--- config.mk ---
export PLATFORM = sky130hd
export DESIGN_NAME = rob_core
export DESIGN_NICKNAME = d
export VERILOG_FILES = /design/src/rtl/rob_pkg.sv /design/src/rtl/rob_ptr_ctrl.sv /design/src/rtl/rob_entry_array.sv /design/src/rtl/rob_rename_table.sv /design/src/rtl/rob_core.sv
export SDC_FILE = /design/constraint.sdc
export NUM_CORES = 1
export LEC_CHECK = 0
export CORE_UTILIZATION = 55
export CTS_CLUSTER_DIAMETER = 30
export DETAILED_ROUTE_END_ITERATION = 6
export GPL_TIMING_DRIVEN = 0
export HOLD_SLACK_MARGIN = 0.12
export PLACE_DENSITY_LB_ADDON = 0.12
export SYNTH_ARGS = -nofsm -noshare
export SYNTH_HDL_FRONTEND = slang
export SYNTH_SLANG_ARGS = --single-unit
--- constraint.sdc ---
create_clock -name clk -period 4.85 [get_ports clk]
set_input_delay 1.2125 -clock clk [delete_from_list [all_inputs] [get_ports clk]]
set_output_delay 1.2125 -clock clk [all_outputs]
set_load 0.005 [all_outputs]
--- src/rtl/rob_pkg.sv ---
package rob_pkg;

    typedef enum logic [1:0] {
        KIND_REG    = 2'b00,
        KIND_STORE  = 2'b01,
        KIND_BRANCH = 2'b10
    } op_kind_e;

    typedef struct packed {
        logic     live;
        logic     done;
        logic     fault;
        logic     redirect;
        op_kind_e kind;
    } slot_flags_t;

    function automatic logic writes_reg(input op_kind_e k);
        return k == KIND_REG;
    endfunction

endpackage

--- src/rtl/rob_ptr_ctrl.sv ---
module rob_ptr_ctrl #(
    parameter int DEPTH = 8,
    parameter int IW    = $clog2(DEPTH)
) (
    input  logic          clk,
    input  logic          rst,
    input  logic          do_alloc,
    input  logic          do_retire,
    input  logic          do_flush,
    output logic [IW-1:0] head,
    output logic [IW-1:0] tail,
    output logic          full,
    output logic          empty
);
    logic [IW:0] count_q;
    logic [IW-1:0] head_adv;

    assign head_adv = head + IW'(do_retire);

    always_ff @(posedge clk) begin
        if (rst) begin
            head    <= '0;
            tail    <= '0;
            count_q <= '0;
        end else if (do_flush) begin
            head    <= head_adv;
            tail    <= head_adv;
            count_q <= '0;
        end else begin
            head    <= head_adv;
            tail    <= tail + IW'(do_alloc);
            count_q <= count_q + (IW+1)'(do_alloc) - (IW+1)'(do_retire);
        end
    end

    assign full  = (count_q == (IW+1)'(DEPTH));
    assign empty = (count_q == '0);
endmodule

--- src/rtl/rob_entry_array.sv ---
module rob_entry_array
    import rob_pkg::*;
#(
    parameter int DEPTH = 8,
    parameter int IW    = $clog2(DEPTH),
    parameter int AW    = 4,
    parameter int XLEN  = 32,
    parameter int PCW   = 32,
    parameter int RP    = 2
) (
    input  logic                     clk,
    input  logic                     rst,
    input  logic                     flush,
    input  logic                     alloc_en,
    input  logic [IW-1:0]            alloc_idx,
    input  op_kind_e                 alloc_kind,
    input  logic [AW-1:0]            alloc_dest,
    input  logic [PCW-1:0]           alloc_pc,
    input  logic                     cdb_valid,
    input  logic [IW-1:0]            cdb_tag,
    input  logic [XLEN-1:0]          cdb_value,
    input  logic                     cdb_exc,
    input  logic                     cdb_mispred,
    input  logic                     retire_en,
    input  logic [IW-1:0]            head_idx,
    output slot_flags_t              head_flags,
    output logic [AW-1:0]            head_dest,
    output logic [PCW-1:0]           head_pc,
    output logic [XLEN-1:0]          head_value,
    input  logic [RP-1:0][IW-1:0]    rd_tag,
    output logic [RP-1:0]            rd_done,
    output logic [RP-1:0][XLEN-1:0]  rd_value
);
    slot_flags_t     flags_q [DEPTH];
    logic [AW-1:0]   dest_q  [DEPTH];
    logic [PCW-1:0]  pc_q    [DEPTH];
    logic [XLEN-1:0] val_q   [DEPTH];

    for (genvar i = 0; i < DEPTH; i++) begin : g_slot
        always_ff @(posedge clk) begin
            if (rst || flush) begin
                flags_q[i] <= '0;
            end else if (alloc_en && alloc_idx == IW'(i)) begin
                flags_q[i] <= '{live: 1'b1, done: 1'b0, fault: 1'b0,
                                redirect: 1'b0, kind: alloc_kind};
                dest_q[i]  <= alloc_dest;
                pc_q[i]    <= alloc_pc;
            end else begin
                if (retire_en && head_idx == IW'(i))
                    flags_q[i].live <= 1'b0;
                if (cdb_valid && cdb_tag == IW'(i) && flags_q[i].live) begin
                    flags_q[i].done     <= 1'b1;
                    flags_q[i].fault    <= cdb_exc;
                    flags_q[i].redirect <= cdb_mispred;
                    val_q[i]            <= cdb_value;
                end
            end
        end
    end

    assign head_flags = flags_q[head_idx];
    assign head_dest  = dest_q[head_idx];
    assign head_pc    = pc_q[head_idx];
    assign head_value = val_q[head_idx];

    for (genvar p = 0; p < RP; p++) begin : g_rd
        assign rd_done[p]  = flags_q[rd_tag[p]].live && flags_q[rd_tag[p]].done;
        assign rd_value[p] = val_q[rd_tag[p]];
    end
endmodule

--- src/rtl/rob_rename_table.sv ---
module rob_rename_table #(
    parameter int AREGS = 16,
    parameter int AW    = $clog2(AREGS),
    parameter int IW    = 3,
    parameter int RP    = 2
) (
    input  logic                   clk,
    input  logic                   rst,
    input  logic                   clear_all,
    input  logic                   set_en,
    input  logic [AW-1:0]          set_reg,
    input  logic [IW-1:0]          set_tag,
    input  logic                   drop_en,
    input  logic [AW-1:0]          drop_reg,
    input  logic [IW-1:0]          drop_tag,
    input  logic [RP-1:0][AW-1:0]  q_reg,
    output logic [RP-1:0]          q_busy,
    output logic [RP-1:0][IW-1:0]  q_tag
);
    logic          pend_q  [AREGS];
    logic [IW-1:0] owner_q [AREGS];

    for (genvar r = 0; r < AREGS; r++) begin : g_map
        always_ff @(posedge clk) begin
            if (rst || clear_all) begin
                pend_q[r]  <= 1'b0;
                owner_q[r] <= '0;
            end else if (set_en && set_reg == AW'(r)) begin
                pend_q[r]  <= 1'b1;
                owner_q[r] <= set_tag;
            end else if (drop_en && drop_reg == AW'(r) && owner_q[r] == drop_tag) begin
                pend_q[r]  <= 1'b0;
            end
        end
    end

    for (genvar p = 0; p < RP; p++) begin : g_q
        assign q_busy[p] = pend_q[q_reg[p]];
        assign q_tag[p]  = owner_q[q_reg[p]];
    end
endmodule

--- src/rtl/rob_core.sv ---
module rob_core
    import rob_pkg::*;
#(
    parameter int DEPTH = 8,
    parameter int AREGS = 16,
    parameter int XLEN  = 32,
    parameter int PCW   = 32,
    parameter int RP    = 2,
    parameter int IW    = $clog2(DEPTH),
    parameter int AW    = $clog2(AREGS)
) (
    input  logic              clk,
    input  logic              rst,
    input  logic              alloc_valid,
    input  logic [1:0]        alloc_kind,
    input  logic [AW-1:0]     alloc_dest,
    input  logic [PCW-1:0]    alloc_pc,
    output logic              alloc_ready,
    output logic [IW-1:0]     alloc_tag,
    input  logic              cdb_valid,
    input  logic [IW-1:0]     cdb_tag,
    input  logic [XLEN-1:0]   cdb_value,
    input  logic              cdb_exc,
    input  logic              cdb_mispred,
    input  logic [RP*AW-1:0]  lk_areg,
    output logic [RP-1:0]     lk_busy,
    output logic [RP*IW-1:0]  lk_tag,
    output logic [RP-1:0]     lk_ready,
    output logic [RP*XLEN-1:0] lk_value,
    output logic              cm_valid,
    output logic              cm_reg_we,
    output logic              cm_store_en,
    output logic [AW-1:0]     cm_dest,
    output logic [XLEN-1:0]   cm_value,
    output logic [PCW-1:0]    cm_pc,
    output logic [IW-1:0]     cm_tag,
    output logic              flush,
    output logic              trap,
    output logic [PCW-1:0]    trap_pc,
    output logic              rob_full,
    output logic              rob_empty
);
    logic [IW-1:0]           head, tail;
    logic                    do_alloc, head_ready, retire;
    op_kind_e                kind_in;
    slot_flags_t             hflags;
    logic [AW-1:0]           hdest;
    logic [PCW-1:0]          hpc;
    logic [XLEN-1:0]         hval;
    logic [RP-1:0][AW-1:0]   q_reg;
    logic [RP-1:0][IW-1:0]   q_tag;
    logic [RP-1:0]           q_busy, q_done;
    logic [RP-1:0][XLEN-1:0] q_val;

    assign kind_in    = op_kind_e'(alloc_kind);
    assign head_ready = !rob_empty && hflags.live && hflags.done;
    assign trap       = head_ready && hflags.fault;
    assign retire     = head_ready && !hflags.fault;
    assign flush      = trap || (retire && hflags.kind == KIND_BRANCH && hflags.redirect);
    assign alloc_ready = !rob_full && !flush;
    assign do_alloc   = alloc_valid && alloc_ready;
    assign alloc_tag  = tail;

    rob_ptr_ctrl #(.DEPTH(DEPTH), .IW(IW)) u_ptr (
        .clk(clk), .rst(rst), .do_alloc(do_alloc), .do_retire(retire),
        .do_flush(flush), .head(head), .tail(tail),
        .full(rob_full), .empty(rob_empty)
    );

    rob_entry_array #(.DEPTH(DEPTH), .IW(IW), .AW(AW), .XLEN(XLEN),
                      .PCW(PCW), .RP(RP)) u_slots (
        .clk(clk), .rst(rst), .flush(flush),
        .alloc_en(do_alloc), .alloc_idx(tail), .alloc_kind(kind_in),
        .alloc_dest(alloc_dest), .alloc_pc(alloc_pc),
        .cdb_valid(cdb_valid), .cdb_tag(cdb_tag), .cdb_value(cdb_value),
        .cdb_exc(cdb_exc), .cdb_mispred(cdb_mispred),
        .retire_en(retire), .head_idx(head),
        .head_flags(hflags), .head_dest(hdest), .head_pc(hpc), .head_value(hval),
        .rd_tag(q_tag), .rd_done(q_done), .rd_value(q_val)
    );

    rob_rename_table #(.AREGS(AREGS), .AW(AW), .IW(IW), .RP(RP)) u_map (
        .clk(clk), .rst(rst), .clear_all(flush),
        .set_en(do_alloc && writes_reg(kind_in)), .set_reg(alloc_dest), .set_tag(tail),
        .drop_en(retire && writes_reg(hflags.kind)), .drop_reg(hdest), .drop_tag(head),
        .q_reg(q_reg), .q_busy(q_busy), .q_tag(q_tag)
    );

    for (genvar p = 0; p < RP; p++) begin : g_port
        assign q_reg[p]                   = lk_areg[p*AW +: AW];
        assign lk_tag[p*IW +: IW]         = q_tag[p];
        assign lk_value[p*XLEN +: XLEN]   = q_val[p];
        assign lk_busy[p]                 = q_busy[p];
        assign lk_ready[p]                = q_busy[p] && q_done[p];
    end

    assign cm_valid    = retire;
    assign cm_reg_we   = retire && hflags.kind == KIND_REG;
    assign cm_store_en = retire && hflags.kind == KIND_STORE;
    assign cm_dest     = hdest;
    assign cm_value    = hval;
    assign cm_pc       = hpc;
    assign cm_tag      = head;
    assign trap_pc     = hpc;
endmodule

After elaboration in Yosys (flattened, before gate mapping)
Memories as Yosys holds them, arrays and structs flattened. A register that Yosys moved wholly into a read port is not among the register bits.
Cells that the tools add are included.
{ "op_classes": {"n_addsub": 4, "n_eq_ne": 70, "mux": 358, "bitwise_logic": 88, "n_reduce_logical": 131} }
{ "op_table": {"columns": ["operator", "n"], "rows": [
  ["$mux 32", 14],
  ["$reduce_or 32->1", 14],
  ["$mux 1", 287],
  ["$mux 3", 42],
  ["$logic_and 1x1->1", 95],
  ["$or 1x1->1", 88],
  ["$eq 4x4->1 const B", 17],
  ["$eq 3x3->1", 16],
  ["$mux 6", 8],
  ["$eq 3x3->1 const B", 12],
  ["$eq 4x3->1 const B", 8],
  ["$mux 4", 7],
  ["$reduce_or 4->1", 7],
  ["$eq 3x2->1 const B", 6],
  ["$eq 4x2->1 const B", 4],
  ["$logic_not 4->1", 3],
  ["$eq 3x1->1 const B", 3],
  ["$logic_not 3->1", 3],
  ["$eq 4x1->1 const B", 2],
  ["$add 3x1->3", 2],
  ["$add 4x1->4", 1],
  ["$logic_not 1->1", 4],
  ["$logic_not 2->1", 2],
  ["$sub 4x1->4", 1],
  ["other kinds (4)", 5]
]} }
{ "word_totals": {"ff_bits": 10, "mem_bits_rw": 656, "in_bits": 87, "elab_cells": 660, "n_memories": 6} }
{ "mem_list": {"columns": ["memory", "words", "width", "rd", "rd_ports_with_merged_regs", "wr", "line", "rtl"], "rows": [
  ["u_slots.pc_q", 8, 32, 1, 1, 1, "rob_entry_array.sv:36", "logic [PCW-1:0] pc_q [DEPTH];"],
  ["u_slots.val_q", 8, 32, 3, 1, 1, "rob_entry_array.sv:37", "logic [XLEN-1:0] val_q [DEPTH];"],
  ["u_map.owner_q", 16, 3, 18, 0, 16, "rob_rename_table.sv:21", "logic [IW-1:0] owner_q [AREGS];"],
  ["u_slots.flags_q", 8, 6, 11, 1, 8, "rob_entry_array.sv:34", "slot_flags_t flags_q [DEPTH];"],
  ["u_slots.dest_q", 8, 4, 1, 1, 1, "rob_entry_array.sv:35", "logic [AW-1:0] dest_q [DEPTH];"],
  ["u_map.pend_q", 16, 1, 2, 0, 16, "rob_rename_table.sv:20", "logic pend_q [AREGS];"]
]} }

Depth between registers and ports, before layout
{ "logic_depth": {"ltp_word": 23, "depth_mapped": 14} }

By module
Synthesis repeated with hierarchy kept, for this count alone.
{ "hier_totals": {"cells_unflattened": 1682, "area_unflattened_um2": 31949.4} }
{ "by_module_without_submodules": {"columns": ["mod", "n_inst", "cells_each", "area_each_um2", "seq_area_each_um2"], "rows": [
  ["rob_entry_array", 1, 1231, 26922.1, 17777.0],
  ["rob_rename_table", 1, 355, 4160.2, 1921.8],
  ["rob_ptr_ctrl", 1, 50, 525.5, 200.2],
  ["rob_core", 1, 46, 341.6, 0.0]
]} }

Worst setup path after synthesis
OpenSTA, ideal clock, no wires.
{ "synth_path": {"path_kind": "in2out", "start": "in lk_areg[5]", "end": "out lk_ready[1]", "t_arrival_ns": 3.073, "required_time_ns": 3.638, "slack_ns": 0.564, "cell_stages": 8, "path_cell_list": "buf_4 -> buf_6 -> mux4_2 -> mux2_2 -> buf_6 -> mux2_1 -> a22oi_1 -> and4_1"} }
{ "synth_between": {"elab_chain_cells": 4, "word_cells_on_any_way": 5, "classes_between": "2 x reduce/logical; 3 x memory"} }
{ "synth_rtl": {"columns": ["item", "line", "rtl"], "rows": [
  ["start: declaration", "rob_core.sv:25", "input logic [RP*AW-1:0] lk_areg,"],
  ["$mem_v2 16x3", null, null],
  ["$mem_v2 8x6", null, null],
  ["$logic_and 1x1->1", "rob_entry_array.sv:67", "assign rd_done[p] = flags_q[rd_tag[p]].live && flags_q[rd_tag[p]].done;"],
  ["$logic_and 1x1->1 *", "rob_core.sv:94", "assign lk_ready[p] = q_busy[p] && q_done[p];"],
  ["end: declaration", "rob_core.sv:28", "output logic [RP-1:0] lk_ready,"]
]} }
Mark *: on every way between the ends. The rest lies on a longest branch, timed or not.

Worst setup path after layout
{ "layout_path": {"start": "in lk_areg[0]", "end": "out lk_value[31]"} }
{ "layout_between": {"elab_chain_cells": 2} }
{ "layout_rtl": {"columns": ["item", "line", "rtl"], "rows": [
  ["$mem_v2 16x3", null, null],
  ["$mem_v2 8x32", null, null],
  ["end: declaration", "rob_core.sv:29", "output logic [RP*XLEN-1:0] lk_value,"]
]} }
Every way passes these cells.

==> impl_metrics.ini <==
[status]
status = finished with violations
violations = design-rule violations, negative setup slack

[floorplanning]
start_util = 0.561
rows = 88
pin_count = 275
die_x_um = 245
die_h_um = 245
core_um2 = 58000
die-area_um2 = 60200

[place]
dp.cells = 3312
place.detailed.hpwl_mm = 69.0
place_area_um2 = 36600
port-buffer-count = 266
dp_slack_ps = -1170
routabilityCongestion = 0.948

[hold_path]
hp-class = reg -> reg
hold_depth = 4

[power]
power_density_nw_per_um2 = 464
swShare = 0.260
power.share.clock = 0.502
power_uw = 20000
power_frac_seq = 0.332
internal_power_uw = 14800
p_comb_frac = 0.165
switchingPower_uw = 5220
ir_drop_uv = 346
leakage_uw = 0.0153

[timing]
max_freq_mhz = 204
finalSetupViolCount = 3
tightest_slew_ps = 1220
finalHoldViolCount = 0
timing.slew.headroom = 0.180
setup_ws_ps = -54.3
rsz0062_at_grt = true
fin_crit_ps = 4900
fin_crit_sh = 1.01
final.setup_skew_ps = 37.9
drv_slew = 0

[routing]
via_per_inst = 6.79
vias = 24500
drtIter0Drc = 3744
drt-total-wl_mm = 109
route.detailed.drc = 1
dr.pass1.iters = 7
routedWlPerCell_um = 30.1
ant_nets = 0

[clock_tree]
h-tree-depth = 4
cts_tree = yes
postCtsHoldBufs = 0
path_clk_slew_ps = 40
cts_buffers = 141
numClockSinks = 666
clockBufferDepth = 3
cts_root_buf = clkbuf_16
clk_latency_ps = 740

[final_layout]
fin_area_um2 = 43200
final_core_util = 0.744
seq_area_um2 = 19900
multiInputGateArea_um2 = 12000
nFillCells = 3476
layout_commonest_cell = edfxtp_1
layout_common_cells = edfxtp_1 (656), nand2_1 (276), clkdlybuf4s50_1 (200), mux4_2 (172), and3_1 (155)
syn2layout_area_growth_pct = 32.7
drive_gt1_frac = 0.294
nNetsFinal = 2826
fin_cells = 3611

[logic_synthesis]
synth_area_leader_cell = edfxtp_1
ys_warn_count = 0
synth_edf_count = 656
synth_seq_area_share = 0.611
ys.flop_type = edfxtp_1
synthTopCellsByArea = edfxtp_1 (61%), mux4_2 (12%), nand2_1 (3.2%), and3_1 (3.2%), a211oi_1 (3.0%)
synth_seq_cells = 666
synth_cell_types = 59
syn_inst = 2265
yosysTopAreaCellShare = 0.605
netlist_area_um2 = 32500
avgSynthCellArea_um2 = 14.4
synth_fp_nets = 2363
async_flop_share = 0

[global_routing]
overflow = 0
grt_max_degree = 24
antenna_found_initial = 4
grt_usage = 0.361
grt_pass1_wl_mm = 156
grt_pass1_vias = 24700

[setup_path]
startpoint_type = primary input
path_class = in -> out
crit_arrival_ps = 3690
crit_path_max_fanout = 10
reg2reg_depth = 9
critPathTopFamily = simple AND/OR/NAND/NOR gates
path_cells = buf_6 -> mux4_2 -> mux2_2 -> nand2_4 -> buf_12 -> buf_4 -> and3_1 -> a211oi_1 -> nor4_2 -> clkbuf_2
cp-end-kind = output pin
cp_data_required_time_ps = 3640
slowest_delay_ps = 550
path_buf_inv = 4
crit_slowest_cell = nor4_2
cp_num_cells = 10

[job]
maxCapViolations = 0
-- per-stage QoR --
step / TNS, ps / hold WS, ps
floorplan: 0 / 617
global placement: -758400 / 635
detailed placement: -72110 / 685
CTS: -29.8 / 699
global route: -225 / 746
finish: -86.9 / 679
-- what timing repair did --
| item | in CTS | in global routing |
|---|---|---|
| pin swaps | 51 | 25 |
| gates cloned | 6 | 0 |
| endpoints found under the setup margin | 164 | 59 |
| setup buffers | 29 | 6 |
| resized for setup | 399 | 84 |
-- worst register-to-register path: cells and delay by family, from the launching register on --
kind | cells | cell delay [ps]
multiplexers | 2 | 900
AO/OA/AOI/OAI | 1 | 310
buffers and inverters | 4 | 1030
AND/OR/NAND/NOR | 2 | 890
flip-flops | 1 | 420
-- worst paths after layout --
check,startpoint,slack [ps],to
worst max register to register,u_ptr.head[1],930,u_slots.val_q[1][3]
worst max-delay path,lk_areg[0],-50,lk_value[31]
worst min register to register,u_ptr.count_q[3],680,u_ptr.count_q[3]
worst min-delay path,u_ptr.count_q[3],680,u_ptr.count_q[3]
-- logic make-up after synthesis --
kind of cell,Yosys count,share of synthesized area
adders and majority gates,11,0.00446
buffers and inverters,228,0.0362
xor gates and xnor gates,52,0.0140
muxes,304,0.165
and+or+nand+nor,797,0.120
DFF,666,0.611
AOI/OAI and AO/OA,207,0.0497
-- cell usage after synthesis, types with 8 or more instances --
cell        n
mux4_2    172
mux2i_1    55
a221o_1    12
edfxtp_1  656
ha_1       10
nor2_1    121
mux2_2     71
clkbuf_1   68
inv_1      18
xor2_1     49
nand3_1    99
nor2b_1     9
and3_1    166
buf_1       8
dfxtp_1    10
nor4_1     46
a32oi_1    32
buf_4      50
a211oi_1  128
nor3_1     28
o211ai_1    9
nand2_1   278
buf_2      75
nand2b_1   15
-- sequential cells by signal (all words and copies together), names as in the netlist --
signal	cells
u_ptr.tail	3
u_map.owner_q	48
u_map.pend_q	16
u_ptr.count_q	4
u_slots.flags_q	48
u_slots.val_q	256
u_slots.dest_q	32
u_ptr.head	3
u_slots.pc_q	256
-- metal layers --
| metal | vias to the layer above | GRT usage | part of all wire |
|---|---|---|---|
| met5 | - | 0 | 0.00026 |
| met4 | 4 | 0.187 | 0.048 |
| met3 | 458 | 0.0866 | 0.12 |
| met2 | 2064 | 0.571 | 0.48 |
| met1 | 12100 | 0.464 | 0.35 |
| li1 | 9890 | - | - |
-- power by group through the flow --
stage / clock [uW] / combinational, uW / sequential [uW]
floorplan: 0 / 1530 / 6710
global placement: 0 / 2860 / 6750
detailed placement: 0 / 2930 / 6750
CTS: 10100 / 3210 / 6650
global route: 10400 / 3440 / 6660
finish: 10100 / 3310 / 6660
-- layout make-up --
class	instances	share of cell area
Sequential cell	666	0.461
Tap cell	765	0.0222
Clock inverter	106	0.0320
Antenna cell	1	0.0000579
Timing Repair Buffer	323	0.0780
Buffer	204	0.0440
Multi-Input combinational cell	1371	0.277
Inverter	21	0.00200
Clock buffer	154	0.0838
Note: power is estimated with default switching activity, not from simulation.
